`config.mk`:
```
export PLATFORM = sky130hd
export DESIGN_NAME = dma_chan
export DESIGN_NICKNAME = d
export VERILOG_FILES = /design/src/rtl/dma_pkg.sv /design/src/rtl/dma_regs.sv /design/src/rtl/dma_xfer.sv /design/src/rtl/dma_arb.sv /design/src/rtl/dma_chan.sv
export SDC_FILE = /design/constraint.sdc
export NUM_CORES = 1
export LEC_CHECK = 0
export BUFFER_PORTS_ARGS = -buffer_cell sky130_fd_sc_hd__buf_2
export CAP_MARGIN = 10
export CORE_ASPECT_RATIO = 1.2
export CORE_UTILIZATION = 40
export CTS_CLUSTER_DIAMETER = 30
export DETAILED_ROUTE_END_ITERATION = 16
export PLACE_DENSITY = 0.68
export SYNTH_ARGS = -nofsm -noshare
export SYNTH_HDL_FRONTEND = slang
export SYNTH_SLANG_ARGS = --single-unit
```
`constraint.sdc`:
```
create_clock -name clk -period 2.35 [get_ports clk]
set_clock_uncertainty 0.05 [all_clocks]
set_input_delay 0.235 -clock clk [delete_from_list [all_inputs] [get_ports clk]]
set_output_delay 0.235 -clock clk [all_outputs]
set_load 0.02 [all_outputs]
```
`src/rtl/dma_pkg.sv`:
```
package dma_pkg;
  typedef enum logic [1:0] {ARB_IDLE, ARB_REQ, ARB_OWN} arb_st_e;

  localparam logic [1:0] SEL_ADDR = 2'd0;
  localparam logic [1:0] SEL_CNT  = 2'd1;
  localparam logic [1:0] SEL_CTL  = 2'd2;

  localparam int CTL_GO  = 0;
  localparam int CTL_IE  = 1;
  localparam int CTL_DIR = 2;
  localparam int CTL_BLK = 3;
endpackage

```
`src/rtl/dma_regs.sv`:
```
module dma_regs
  import dma_pkg::*;
#(
  parameter int AW  = 16,
  parameter int CW  = 16,
  parameter int WDW = 32
) (
  input  logic           clk,
  input  logic           rst_n,
  input  logic           cfg_we,
  input  logic [1:0]     cfg_sel,
  input  logic [WDW-1:0] cfg_wdata,
  input  logic           active,
  output logic           start_p,
  output logic [AW-1:0]  prog_addr,
  output logic [CW-1:0]  prog_cnt,
  output logic           ie,
  output logic           dir,
  output logic           blk
);
  logic wr_addr, wr_cnt, wr_ctl;

  assign wr_addr = cfg_we && cfg_sel == SEL_ADDR && !active;
  assign wr_cnt  = cfg_we && cfg_sel == SEL_CNT  && !active;
  assign wr_ctl  = cfg_we && cfg_sel == SEL_CTL;
  assign start_p = wr_ctl && cfg_wdata[CTL_GO] && !active;

  always_ff @(posedge clk) begin
    if (!rst_n) begin
      prog_addr <= '0;
      prog_cnt  <= '0;
      ie        <= 1'b0;
      dir       <= 1'b0;
      blk       <= 1'b0;
    end else begin
      if (wr_addr) prog_addr <= cfg_wdata[AW-1:0];
      if (wr_cnt)  prog_cnt  <= cfg_wdata[CW-1:0];
      if (wr_ctl) begin
        ie <= cfg_wdata[CTL_IE];
        if (!active) begin
          dir <= cfg_wdata[CTL_DIR];
          blk <= cfg_wdata[CTL_BLK];
        end
      end
    end
  end


  count_frozen_chk: assert property (@(posedge clk) disable iff (!rst_n)
    active |=> prog_cnt == $past(prog_cnt));
endmodule

```
`src/rtl/dma_xfer.sv`:
```
module dma_xfer #(
  parameter int AW = 16,
  parameter int CW = 16
) (
  input  logic          clk,
  input  logic          rst_n,
  input  logic          start_p,
  input  logic [AW-1:0] prog_addr,
  input  logic [CW-1:0] prog_cnt,
  input  logic          ie,
  input  logic          beat,
  output logic          active,
  output logic [AW-1:0] cur_addr,
  output logic [CW-1:0] cur_cnt,
  output logic          last_byte,
  output logic          done,
  output logic          irq_o
);
  logic irq_pend;

  function automatic logic [AW-1:0] addr_step(input logic [AW-1:0] a);
    return a + AW'(1);
  endfunction

  function automatic logic [CW-1:0] cnt_step(input logic [CW-1:0] c);
    return c - CW'(1);
  endfunction

  assign last_byte = cur_cnt == CW'(1);
  assign irq_o     = irq_pend && ie;

  always_ff @(posedge clk) begin
    if (!rst_n) begin
      active   <= 1'b0;
      cur_addr <= '0;
      cur_cnt  <= '0;
      done     <= 1'b0;
      irq_pend <= 1'b0;
    end else if (start_p) begin
      cur_addr <= prog_addr;
      cur_cnt  <= prog_cnt;
      active   <= prog_cnt != '0;
      done     <= prog_cnt == '0;
      irq_pend <= prog_cnt == '0;
    end else if (beat) begin
      cur_addr <= addr_step(cur_addr);
      cur_cnt  <= cnt_step(cur_cnt);
      if (last_byte) begin
        active   <= 1'b0;
        done     <= 1'b1;
        irq_pend <= 1'b1;
      end
    end
  end


  beat_needs_work_chk: assert property (@(posedge clk) disable iff (!rst_n)
    beat |-> active && cur_cnt != '0);

  count_step_chk: assert property (@(posedge clk) disable iff (!rst_n)
    beat |=> cur_cnt == $past(cur_cnt) - CW'(1));

  irq_after_done_chk: assert property (@(posedge clk) disable iff (!rst_n)
    irq_o |-> done);

  done_idle_chk: assert property (@(posedge clk) disable iff (!rst_n)
    done |-> !active);
endmodule

```
`src/rtl/dma_arb.sv`:
```
module dma_arb
  import dma_pkg::*;
#(
  parameter int BURST = 4
) (
  input  logic clk,
  input  logic rst_n,
  input  logic active,
  input  logic last_byte,
  input  logic blk,
  input  logic bg_i,
  input  logic bbsy_i,
  output logic br_o,
  output logic bg_o,
  output logic bbsy_o,
  output logic beat
);
  localparam int BW = (BURST > 1) ? $clog2(BURST) : 1;

  arb_st_e       st;
  logic [BW-1:0] burst_q;
  logic          bus_free, end_tenure;

  function automatic logic burst_full(input logic [BW-1:0] n, input logic block);
    return !block && (int'(n) == BURST - 1);
  endfunction

  assign bus_free   = bg_i && !bbsy_i;
  assign beat       = st == ARB_OWN;
  assign end_tenure = beat && (last_byte || burst_full(burst_q, blk));
  assign br_o       = st == ARB_REQ;
  assign bbsy_o     = st == ARB_OWN;
  assign bg_o       = bg_i && !active;

  always_ff @(posedge clk) begin
    if (!rst_n) begin
      st      <= ARB_IDLE;
      burst_q <= '0;
    end else begin
      unique case (st)
        ARB_IDLE: if (active) st <= ARB_REQ;
        ARB_REQ: if (bus_free) begin
          st      <= ARB_OWN;
          burst_q <= '0;
        end
        ARB_OWN: begin
          burst_q <= burst_q + BW'(1);
          if (end_tenure) st <= ARB_IDLE;
        end
        default: st <= ARB_IDLE;
      endcase
    end
  end

  // steal-mode run length counted independently of burst_q
  logic [7:0] run_q;
  always_ff @(posedge clk) begin
    if (!rst_n)      run_q <= '0;
    else if (bbsy_o) run_q <= (run_q == 8'hFF) ? run_q : run_q + 8'd1;
    else             run_q <= '0;
  end


  no_req_busy_chk: assert property (@(posedge clk) disable iff (!rst_n)
    !(br_o && bbsy_o));

  take_after_free_chk: assert property (@(posedge clk) disable iff (!rst_n)
    $rose(bbsy_o) |-> $past(bg_i && !bbsy_i && br_o));

  no_grant_leak_chk: assert property (@(posedge clk) disable iff (!rst_n)
    bg_o |-> !br_o && !bbsy_o);

  burst_limit_chk: assert property (@(posedge clk) disable iff (!rst_n)
    (bbsy_o && !blk) |-> int'(run_q) < BURST);
endmodule

```
`src/rtl/dma_chan.sv`:
```
module dma_chan
  import dma_pkg::*;
#(
  parameter int AW    = 16,
  parameter int CW    = 16,
  parameter int WDW   = 32,
  parameter int BURST = 4
) (
  input  logic           clk,
  input  logic           rst_n,
  input  logic           cfg_we,
  input  logic [1:0]     cfg_sel,
  input  logic [WDW-1:0] cfg_wdata,
  input  logic           bg_i,
  input  logic           bbsy_i,
  output logic           br_o,
  output logic           bg_o,
  output logic           bbsy_o,
  output logic           xfer_en,
  output logic [AW-1:0]  xfer_addr,
  output logic           xfer_to_dev,
  output logic [CW-1:0]  rem_cnt,
  output logic           done_o,
  output logic           irq_o
);
  logic          start_p, ie, dir, blk, active, last_byte, beat;
  logic [AW-1:0] prog_addr;
  logic [CW-1:0] prog_cnt;

  dma_regs #(.AW(AW), .CW(CW), .WDW(WDW)) u_regs (
    .clk, .rst_n, .cfg_we, .cfg_sel, .cfg_wdata, .active,
    .start_p, .prog_addr, .prog_cnt, .ie, .dir, .blk
  );

  dma_xfer #(.AW(AW), .CW(CW)) u_xfer (
    .clk, .rst_n, .start_p, .prog_addr, .prog_cnt, .ie, .beat,
    .active, .cur_addr(xfer_addr), .cur_cnt(rem_cnt), .last_byte,
    .done(done_o), .irq_o
  );

  dma_arb #(.BURST(BURST)) u_arb (
    .clk, .rst_n, .active, .last_byte, .blk, .bg_i, .bbsy_i,
    .br_o, .bg_o, .bbsy_o, .beat
  );

  assign xfer_en     = beat;
  assign xfer_to_dev = dir;


  busy_exclusive_chk: assert property (@(posedge clk) disable iff (!rst_n)
    $rose(bbsy_o) |-> !$past(bbsy_i));
endmodule

```
# After elaboration in Yosys (flattened, before gate mapping)

Cells that the tools add are included.
W data, S select, Z words.

Bitwise operators: 1
Add/subtract/negate cells: 3
Mux-type cells: 16
Reductions and logical operators: 27
Eq/ne operators: 9

Operators with widths:

| cell                    | count |
|---|---|
| $mux W16                | 4 |
| $add A16 B1 Y16 const B | 1 |
| $eq A16 B1 Y1 const B   | 1 |
| $logic_not A16 Y1       | 1 |
| $reduce_bool A16 Y1     | 1 |
| $sub A16 B1 Y16 const B | 1 |
| $logic_and A1 B1 Y1     | 12 |
| $mux W2                 | 4 |
| $eq A2 B1 Y1 const B    | 3 |
| $mux W1                 | 6 |
| $pmux W2 S3             | 1 |
| $reduce_and A2 Y1       | 3 |
| $reduce_bool A2 Y1      | 3 |
| $eq A2 B2 Y1 const B    | 2 |
| $logic_not A2 Y1        | 2 |
| $ne A2 B2 Y1 const B    | 2 |
| $pmux W2 S2             | 1 |
| $logic_not A1 Y1        | 3 |
| $reduce_and A3 Y1       | 1 |
| $add A2 B1 Y2 const B   | 1 |
| $ne A2 B1 Y1 const B    | 1 |
| $logic_or A1 B1 Y1      | 1 |
| $not A1 Y1              | 1 |

Register bits after elaboration: 73
Output and inout port bits: 39
Input port bits: 39
Logic and storage cells: 67

# Logic depth before layout (Yosys ltp)

Depth after elaboration: 6
Gate-level depth with buffers: 7
Mapped depth without buffers: 6

# By module

Synthesis repeated with hierarchy kept, for this count alone.

Cells, all modules: 380
Area, all modules: 3355.7 µm²

By module, submodules not included:

| module   | sequential area each (µm²) | times used | cells each | area an instance (µm²) |
|---|---|---|---|---|
| dma_xfer | 680.7                      | 1          | 218        | 1778.0 |
| dma_regs | 700.7                      | 1          | 136        | 1355.0 |
| dma_arb  | 80.1                       | 1          | 26         | 222.7 |

# Worst setup path after synthesis

Ideal clock, no wire load.

Kind: reg2reg
From: register u_xfer.cur_cnt[0]
To: register u_xfer.cur_cnt[12]
Slack: 0.506 ns
Data required time: 2.226 ns
Data arrival time: 1.720 ns
Stages on the path, launching flop included: 8
Buffers on the path: 1
Path through: dfxtp_1 > inv_1 > ha_1 > and3b_1 > clkbuf_1 > nand4_1 > or4_1 > a31oi_1

Cells in the longest elaborated chain, start to end: 3

RTL lines:

| what                   | line           | RTL |
|---|---|---|
| start, declared        | dma_xfer.sv:14 | `output logic [CW-1:0] cur_cnt,` |
| start signal, assigned | dma_xfer.sv:41 | `cur_cnt <= prog_cnt;` |
| start signal, assigned | dma_xfer.sv:47 | `cur_cnt <= cnt_step(cur_cnt);` |
| $sub A16 B1 Y16        | dma_xfer.sv:26 | `return c - CW'(1);` |
| $mux W16               | dma_xfer.sv:45 | `end else if (beat) begin` |
| $mux W16               | dma_xfer.sv:39 | `end else if (start_p) begin` |

No other way between the ends. The select of a mux whose other input is x is not followed.
A chain may end at the register's enable or synchronous reset.

# Worst setup path in the final report

From: register u_arb.st[0]
To: output port bbsy_o

Cells in the longest elaborated chain, start to end: 1

RTL lines:

| what                   | line           | RTL |
|---|---|---|
| start, declared        | dma_arb.sv:20  | `arb_st_e st;` |
| start signal, assigned | dma_arb.sv:37  | `st <= ARB_IDLE;` |
| start signal, assigned | dma_arb.sv:41  | `ARB_IDLE: if (active) st <= ARB_REQ;` |
| start signal, assigned | dma_arb.sv:43  | `st <= ARB_OWN;` |
| $eq A2 B2 Y1           | dma_arb.sv:32  | `assign bbsy_o = st == ARB_OWN;` |
| end, declared          | dma_chan.sv:18 | `output logic bbsy_o,` |

No other way between the ends.

==> metrics.txt <==
peak supply drop 0.000302 V; worst min path class input port to register; final hold vios 0; Syn Area/Cell a little over 8 um^2; Ys Warns 0; met3 Usage GRT 4.40%; Starting Density between 40% and 50%; layout cell share with drive strength beyond 1 20.0%; fraction of registers with async set/reset 0%; drt total wl between 8 and 9 mm; Layout area overhead 16.6%; mapped cell area 0.00328 mm^2; Main synth FF type dfxtp_1; Max Clk Rate between 400 and 500 MHz; Port-buffer cells between 60 and 70; max-slew violations 0; CTS tree yes; GR Layer Usage met2 a little under a third; Filler cells around 790; Routed Antenna Nets 0; post-CTS sizing 0; First DRT Iteration DRCs slightly below 200; Yosys cell types 51; grt ovf 0; CP Class register to output port; GR Util All Layers roughly a fifth; Core Rows 35; H-tree depth 3; CP Capture Type output port; RSZ-0062 raised after global routing false; DRT Pass-1 Iters 7; Hold Crit Depth 3; EDFF count, synth 0; DRC Markers 0; clock sink count 73; nets ~490; Non-Filler Instances roughly 540; Top Ports a little under 80; crit path DAT ~1.7 ns; Syn Nets 440; Max FO, Critical Path 11; vias in the first global route around 2.7k; antenna cells 0; Worst Tran Pin Value roughly 0.85 ns; Core Region 0.00779 mm^2; Worst Hold Endpoint u_regs.prog_cnt[10]; drt wl/cell ~15 um; status finished, final reports clean; flops & latches, synth 73; max-cap viol count 0; min-delay src cfg_wdata[10]; Leakage around 0.0015 uW; maximum clock path buffer count 2; Critical Path RT ~2.1 ns; final worst-path cycle share ~85%; clk slew on worst S/H paths about 0.080 ns; worst-skew pair later-pin latency 0.34 ns; GR peak layer met2; Startpoint Class register; cell count after placement 527; first-pass GRT wire length around 13 mm; sequential area share after synthesis roughly 45%; CTS buffer count 9; # hold bufs at CTS 0; met1 global-route usage 27.6%; root buffer cell clkbuf_8; Vias between 3k and 4k; GPL Wtd Cong 0.822; R2R depth 4; pwr dens 680 mW/mm^2; setup_tns 0 ns; largest net degree at the start of global routing 64; vias per cell 5.54; RR Endpoint u_xfer.cur_cnt[11]; Cells after Synth between 300 and 400; number of antenna violations at the first check in global routing 0; die width 84.7 um; fin crit period ~2 ns; Final HPWL DP slightly below 6 mm; Final setup viols 0; die area around 0.0086 mm^2; reg2reg start u_arb.st[1]; slew margin rel. 43.2%; Die Y around 100 um; flop2flop setup slack ~0.4 ns; postcts setup bufs 0
## cells in the final DEF (no fill, tap or decap), types with 2 or more instances in the layout
cell      synthesis  final
xor2_1           14     14
xnor2_1           4      4
inv_1             4      4
nand4b_1          3      3
clkbuf_8          0     12
nor2_1           20     20
nor3b_1           3      3
nand2b_1          3      3
o31ai_1           3      3
nand4_1           9      9
a311oi_1          3      3
mux2i_1           3      3
a211oi_1          8      8
ha_1              4      4
or3_2             2      2
and2_1            2      2
a31oi_1          10     10
nand3_1           5      5
and3b_1           2      2
nor4_1            6      6
buf_2             8     61
buf_4             1      4
or4_1             3      3
dfxtp_1          73     73
and4_1            2      2
clkbuf_1         18      2
a21oi_1          46     46
or3_1             6      6
o21ai_0          31     31
nand2_1          77     77
nor2b_1           3      3
## through the flow
| stage | hold slack (ns) | area [um^2] | power (uW) | worst slack (ns) | utilization [%] |
|---|---|---|---|---|---|
| floorplan | 0.321 | 3280 | 1520 | 0.506 | - |
| global placement | 0.393 | 3610 | 1610 | 0.483 | 46.4 |
| detailed placement | 0.395 | 3610 | 1610 | 0.438 | 46.4 |
| CTS | 0.0772 | 3820 | 2620 | 0.349 | 49.0 |
| global route | 0.0755 | 3820 | 2710 | 0.215 | 49.0 |
| finish | 0.0960 | 3820 | 2600 | 0.342 | 49.0 |
## state kept, by name (all words and copies together), names as in the netlist
signal / flops
u_xfer.active: 1
u_regs.prog_cnt: 16
u_regs.blk: 1
u_xfer.cur_cnt: 16
u_regs.ie: 1
u_xfer.done: 1
u_arb.burst_q: 2
u_regs.dir: 1
u_arb.st: 2
u_regs.prog_addr: 16
u_xfer.cur_addr: 16
## how the worst max path moves through the flow
stage	start	to
5_1_grt	u_arb.st[0]	bbsy_o
6_report	u_arb.st[0]	bbsy_o
3_3_place_gp	u_arb.st[1]	u_xfer.cur_cnt[11]
3_5_place_dp	u_arb.st[1]	u_xfer.cur_cnt[11]
4_1_cts	u_arb.st[0]	xfer_en
2_1_floorplan	u_xfer.cur_cnt[0]	u_xfer.cur_cnt[12]
## layout make-up
type / instances / area [um^2] / area share (%)
inverters: 6 / 22.5 / 0.589
repair buffers: 65 / 335 / 8.77
multi-input cells: 291 / 1680 / 44.0
clock buffers: 14 / 173 / 4.52
well taps: 92 / 115 / 3.01
clock inverters: 2 / 35.0 / 0.917
flip-flops and latches: 73 / 1460 / 38.2
## synthesized netlist by cell type, types with 2 or more instances
cell      number  area (um^2)
clkbuf_1      18         67.6
buf_2          8         40.0
xor2_1        14          123
a211oi_1       8         60.1
or3_2          2         15.0
dfxtp_1       73         1460
nand4b_1       3         26.3
a311oi_1       3         26.3
o21ai_0       31          155
nand2_1       77          289
and4_1         2         17.5
or4_1          3         22.5
mux2i_1        3         30.0
a31oi_1       10         62.6
a21oi_1       46          230
nor2b_1        3         18.8
nor3b_1        3         22.5
or3_1          6         37.5
nor2_1        20         75.1
nand3_1        5         25.0
and3b_1        2         17.5
nand2b_1       3         18.8
o31ai_1        3         22.5
nor4_1         6         37.5
and2_1         2         12.5
nand4_1        9         56.3
ha_1           4         50.1
inv_1          4         15.0
xnor2_1        4         35.0
## logic make-up (layout without fill, tap and decap cells)
group / count (synthesis) / in the layout / share of synthesized area [%]
simple gates: 159 / 159 / 25.4
compound gates: 107 / 107 / 18.5
flops: 73 / 73 / 44.6
buf+inv: 33 / 87 / 4.20
xor+xnor: 18 / 18 / 4.81
fa+ha+maj: 4 / 4 / 1.53
mux: 3 / 3 / 0.916
## per-layer routing
layer,routed length (um),up-vias,part of all wire [%]
li1,-,1511,-
met1,3970,1407,49
met2,3670,78,45
met3,346,11,4.3
met4,119,0,1.5
met5,0,-,0
## critical path, cell delays in order, from the launching register on
cell      delay (ns)
dfxtp_1         0.56
nand2b_1        0.31
clkinv_1        0.27
buf_2           0.23
## power by group
group,leakage (uW),switching [uW],internal [uW]
Combinational,0.000780,156,97.6
Clock,0.000107,435,578
Sequential,0.000593,49.1,1280
Total,0.00148,641,1960
Power figures use the tool's default switching activity.
